===== src/rtl/ext_pin_irq.sv =====
module ext_pin_irq #(
  parameter int NPINS = 4,
  parameter int DW    = 8,
  localparam int IW   = $clog2(NPINS),
  localparam int FLO  = DW - NPINS
) (
  input  logic             clk,
  input  logic             rst_n,
  input  logic [NPINS-1:0] pin_i,
  input  logic             gie_i,
  input  logic             bus_we,
  input  logic [1:0]       bus_addr,
  input  logic [DW-1:0]    bus_wdata,
  output logic [DW-1:0]    bus_rdata,
  input  logic             ack_i,
  input  logic [IW-1:0]    ack_idx_i,
  output logic             irq_valid_o,
  output logic [IW-1:0]    irq_idx_o
);

  logic [NPINS-1:0]   s1, s2, s3;
  logic [NPINS-1:0]   flag, flag_nxt, mask, pend, req;
  logic [2*NPINS-1:0] ctrl;

  wire wr_flag = bus_we && bus_addr == 2'd0;
  wire wr_ctrl = bus_we && bus_addr == 2'd1;
  wire wr_mask = bus_we && bus_addr == 2'd2;

  wire [NPINS-1:0] fall = s3 & ~s2;
  wire [NPINS-1:0] rise = ~s3 & s2;

  always_ff @(posedge clk or negedge rst_n)
    if (!rst_n) begin
      s1 <= '1;
      s2 <= '1;
      s3 <= '1;
      flag <= '0;
      ctrl <= '0;
      mask <= '0;
    end else begin
      s1 <= pin_i;
      s2 <= s1;
      s3 <= s2;
      flag <= flag_nxt;
      if (wr_ctrl) ctrl <= bus_wdata[2*NPINS-1:0];
      if (wr_mask) mask <= bus_wdata[DW-1:FLO];
    end

  always_comb
    for (int i = 0; i < NPINS; i++) begin
      logic [1:0] m;
      logic hit, clr;
      m   = ctrl[2*i +: 2];
      hit = (m == 2'b10 && fall[i]) || (m == 2'b11 && rise[i]);
      clr = (wr_flag && bus_wdata[FLO+i]) || (ack_i && ack_idx_i == IW'(i));
      if (!m[1])    flag_nxt[i] = 1'b0;
      else if (hit) flag_nxt[i] = 1'b1;
      else if (clr) flag_nxt[i] = 1'b0;
      else          flag_nxt[i] = flag[i];
      pend[i] = (m == 2'b00) ? ~s2[i] : (m[1] & flag[i]);
    end

  assign req = pend & mask & {NPINS{gie_i}};
  assign irq_valid_o = |req;

  always_comb begin
    irq_idx_o = '0;
    for (int i = NPINS - 1; i >= 0; i--)
      if (req[i]) irq_idx_o = IW'(i);
  end

  always_comb
    case (bus_addr)
      2'd0:    bus_rdata = {flag, {FLO{1'b0}}};
      2'd1:    bus_rdata = DW'(ctrl);
      2'd2:    bus_rdata = {mask, {FLO{1'b0}}};
      default: bus_rdata = '0;
    endcase

  for (genvar g = 0; g < NPINS; g++) begin : g_chk
    AST_LEVEL_FLAG_ZERO: assert property (@(posedge clk) disable iff (!rst_n)
      (!ctrl[2*g+1] && $past(!ctrl[2*g+1])) |-> !flag[g]);
    AST_EDGE_SETS_FLAG: assert property (@(posedge clk) disable iff (!rst_n)
      (ctrl[2*g +: 2] == 2'b11 && !s3[g] && s2[g]) |=> flag[g]);
    AST_RSVD_SILENT: assert property (@(posedge clk) disable iff (!rst_n)
      (ctrl[2*g +: 2] == 2'b01) |-> !req[g]);
    AST_ACK_CLEARS: assert property (@(posedge clk) disable iff (!rst_n)
      (ack_i && ack_idx_i == IW'(g) && !wr_ctrl && !(ctrl[2*g+1] && (fall[g] || rise[g])))
      |=> !flag[g]);
  end

  AST_MASKED_SILENT: assert property (@(posedge clk) disable iff (!rst_n)
    irq_valid_o |-> (gie_i && mask[irq_idx_o]));
  AST_LOWEST_WINS: assert property (@(posedge clk) disable iff (!rst_n)
    irq_valid_o |-> ((req & ((NPINS'(1) << irq_idx_o) - NPINS'(1))) == '0));
  AST_LOW_BITS_ZERO: assert property (@(posedge clk) disable iff (!rst_n)
    (bus_addr != 2'd1) |-> (bus_rdata[FLO-1:0] == '0));

endmodule


===== config.mk =====
export PLATFORM = sky130hd
export DESIGN_NAME = ext_pin_irq
export DESIGN_NICKNAME = d
export VERILOG_FILES = /design/src/rtl/ext_pin_irq.sv
export SDC_FILE = /design/constraint.sdc
export NUM_CORES = 1
export LEC_CHECK = 0
export ABC_AREA = 1
export CELL_PAD_IN_SITES_DETAIL_PLACEMENT = 1
export CELL_PAD_IN_SITES_GLOBAL_PLACEMENT = 2
export CORE_ASPECT_RATIO = 0.9
export CORE_UTILIZATION = 32
export CTS_CLUSTER_SIZE = 24
export DETAILED_ROUTE_END_ITERATION = 8
export DONT_BUFFER_PORTS = 1
export PLACE_DENSITY = 0.83
export SLEW_MARGIN = 20
export SYNTH_ARGS = -nofsm -noshare
export SYNTH_HDL_FRONTEND = slang
export SYNTH_SLANG_ARGS = --single-unit

===== constraint.sdc =====
create_clock -name clk -period 1.1 [get_ports clk]
set_input_delay 0.22 -clock clk [delete_from_list [all_inputs] [get_ports clk]]
set_output_delay 0.22 -clock clk [all_outputs]
set_load 0.1 [all_outputs]

==> metrics <==
outcome finished with violations; violated checks negative setup slack; Bufs on Longest Clock Path 2; CTS HTree Levels 1; final instance area 0.00218 mm²; n_diodes 0; clock slew at reported path FFs 0.10 ns; placed instance count 232; leading cell types by count after synthesis 34 x sky130_fd_sc_hd__nand2_1, 21 x sky130_fd_sc_hd__inv_1, 16 x sky130_fd_sc_hd__dfrtp_1; number of enable-type register cells in the synthesized netlist 0; final net count 223; GR met2 Demand/Resource 37.3%; TritonCTS clock tree yes; met1 usage 22.3%; area share of the leading cell type in the synthesized netlist 30.3%; busiest grt layer met2; net count after synthesis 170; required time of the critical path 0.88 ns; largest fanout on the critical path 2; final setup slack of the worst path -0.671 ns; wire length of the first global-routing pass 6.63 mm; post-synthesis instance area 0.00132 mm²; hold slack final 0.111 ns; leakage 1.00 nW; layout cell share with drive strength beyond 1 55.2%; dominant cell type by area after synthesis sky130_fd_sc_hd__dfrtp_1; FMAX 565 MHz; number of nets with antenna violations after detailed routing 0; power after layout 3.34 mW; antenna violations before repair 0; GRT met3 Usage 4.35%; number of warnings issued by yosys 0; IR drop worst, VDD 0.863 mV; boundary pin count 32; Post-route DRC 0; share of the core filled with cells 56.9%; Most used DFF post-synth sky130_fd_sc_hd__dfrtp_1; final cycle utilization of the critical path 161%; Buffers & Inverters on Critical Path 1; placer congestion estimate 0.785; delay-heaviest family, CP flip-flops; final clock skew 0.0128 ns; source of the critical timing path ctrl[6]; area growth from synthesis to layout 65.1%; number of global-route vias before repair 1327; global-route usage over all layers 19.6%; sum of overflow across all layers after global routing 0; Crit. End Element primary output; number of buffers added by the clock tree synthesis step 3; setup repair after global routing missed its margin true; post-synthesis sequential element count 28; full die area 0.00439 mm²; Max stage delay on crit path 0.42 ns; cell count after synthesis 149; starting density of the core 34.5%; Critical Path Stages 6; Crit Reg-Reg Endpoint flag[3]; register-to-register path setup slack -0.05 ns; detailed-routing iteration count for the pre-antenna-repair pass 4; path type of the worst setup path reg -> out; minimum clock period after layout 1.77 ns; cell depth of the worst hold path 2; Worst Hold Launch bus_wdata[0]; part of the Yosys area used for sequential elements 54.1%; largest cells by area after synthesis sky130_fd_sc_hd__dfrtp_1 30%, sky130_fd_sc_hd__dfstp_2 24%, sky130_fd_sc_hd__nand2_1 9.6%; port buffer count 0; Hold Crit Class in -> reg; endpoint of the worst hold-timing path ctrl[0]; Critical Path Slowest Stage Cell sky130_fd_sc_hd__dfrtp_1; total number of vias 1244; Worst-Margin Slew 0.345 ns; hold violation count in the final report 0; HPWL after detailed placement 3.01 mm; Arrival @ worst endpoint 1.55 ns; number of standard cells in the final layout excluding fillers 247; Critical R2R Launch ctrl[6]; Netlist cell types 23; die width 69.8 µm; launching element type of the critical path flop; drt total wl 4.36 mm; most numerous cell on the critical path sky130_fd_sc_hd__nand2_1; Clock Sink Count 28; max-slew violations 0; mean number of vias per cell 5.04; cell chain of the critical path nor2_2 > nand2_1 > a21oi_1 > nand2_1 > a21oi_2 > buf_12; Rel. slew slack 77.0%; power density over the cells 1530 mW/mm²; Syn Area/Cell 8.88 µm²; Die Y 63.0 µm; placed inst area 0.00192 mm²; number of maximum-capacitance violations 0; number of DRC violations after detailed-routing iteration 0 36; length in cells of the worst reg-to-reg path 5; Rows 21; maximum number of pins on one net before global-route repair 29; Synth async-reset ratio 100%; Placeable Area 0.00384 mm²; most common cell in the netlist sky130_fd_sc_hd__nand2_1; root buffer cell sky130_fd_sc_hd__clkbuf_8; wire per inst 17.7 µm; latest clock arrival within the worst-skew pair 0.28 ns; number of setup violations in the final report 13
-- layout make-up --
class	count	area (µm²)
Clock buffer	4	45.0
Inverter	22	86.3
Multi-Input combinational cell	98	683
Tap cell	46	57.6
Fill cell	426	1650
Sequential cell	28	716
Timing Repair Buffer	49	596
-- cell usage in the layout, fill, tap and decap left out, types with 2 or more instances in the layout --
cell type	Yosys	routed
sky130_fd_sc_hd__a21oi_1	5	4
sky130_fd_sc_hd__a21oi_2	4	5
sky130_fd_sc_hd__buf_12	0	10
sky130_fd_sc_hd__buf_16	0	3
sky130_fd_sc_hd__buf_4	0	23
sky130_fd_sc_hd__buf_6	1	8
sky130_fd_sc_hd__clkbuf_8	0	3
sky130_fd_sc_hd__dfrtp_1	16	16
sky130_fd_sc_hd__dfstp_2	12	12
sky130_fd_sc_hd__dlygate4sd3_1	0	5
sky130_fd_sc_hd__inv_1	21	10
sky130_fd_sc_hd__inv_2	1	11
sky130_fd_sc_hd__nand2_1	34	27
sky130_fd_sc_hd__nand2_2	1	4
sky130_fd_sc_hd__nand2_4	1	4
sky130_fd_sc_hd__nand3_1	10	3
sky130_fd_sc_hd__nand3_2	0	5
sky130_fd_sc_hd__nand3_4	1	3
sky130_fd_sc_hd__nor2_1	15	9
sky130_fd_sc_hd__nor2_2	1	2
sky130_fd_sc_hd__nor2_4	0	5
sky130_fd_sc_hd__o211ai_1	3	3
sky130_fd_sc_hd__o21ai_1	8	7
sky130_fd_sc_hd__o21ai_2	4	8
sky130_fd_sc_hd__o21bai_1	2	2
sky130_fd_sc_hd__o31ai_2	2	2
-- registers in the layout (all words and copies together) (netlist names) --
| register | count |
|---|---|
| ctrl | 8 |
| flag | 4 |
| mask | 4 |
| s1 | 4 |
| s2 | 4 |
| s3 | 4 |
-- report_power, final --
group | leakage [nW] | internal, mW | switching [mW]
clock network | 0.0228 | 0.260 | 0.306
logic | 0.661 | 0.639 | 0.851
registers | 0.319 | 1.17 | 0.113
total | 1.00 | 2.07 | 1.27
-- per-stage QoR --
step | TNS, ns | worst slack, ns
after global routing | -5.36 | -0.721
final | -4.62 | -0.671
after global placement | -1.30 | -0.292
after detailed placement | -1.51 | -0.340
after CTS | -4.43 | -0.622
after floorplan | -5.60 | -1.02
-- how the worst max path moves through the flow --
stage                    to  slack [ns]
2_1_floorplan  bus_rdata[5]       -1.02
3_3_place_gp   irq_idx_o[0]       -0.29
3_5_place_dp    irq_valid_o       -0.34
4_1_cts        irq_idx_o[0]       -0.62
5_1_grt        irq_idx_o[0]       -0.72
6_report       irq_idx_o[0]       -0.67
-- timing repair --
action,in CTS,in global routing
buffers inserted,3,5
setup endpoints to repair,11,13
hold buffers,6,0
resized for setup,16,15
hold endpoints to repair,32,0
pin swaps,6,10
gates cloned,0,0
-- routing by layer --
layer / part of all wire [%] / vias up / wire length (µm)
met5: 0 / - / 0
met4: 0.76 / 0 / 33
met3: 3.1 / 4 / 137
met2: 55 / 22 / 2400
met1: 41 / 632 / 1790
li1: - / 586 / -
-- logic make-up (layout without fill, tap and decap cells) --
| logic type | after synthesis | count (layout) | synth area share [%] |
|---|---|---|---|
| simple gates | 64 | 64 | 21.4 |
| compound gates | 34 | 34 | 17.4 |
| flops | 28 | 28 | 54.1 |
| buf+inv | 23 | 75 | 7.10 |
Power figures use the tool's default switching activity.
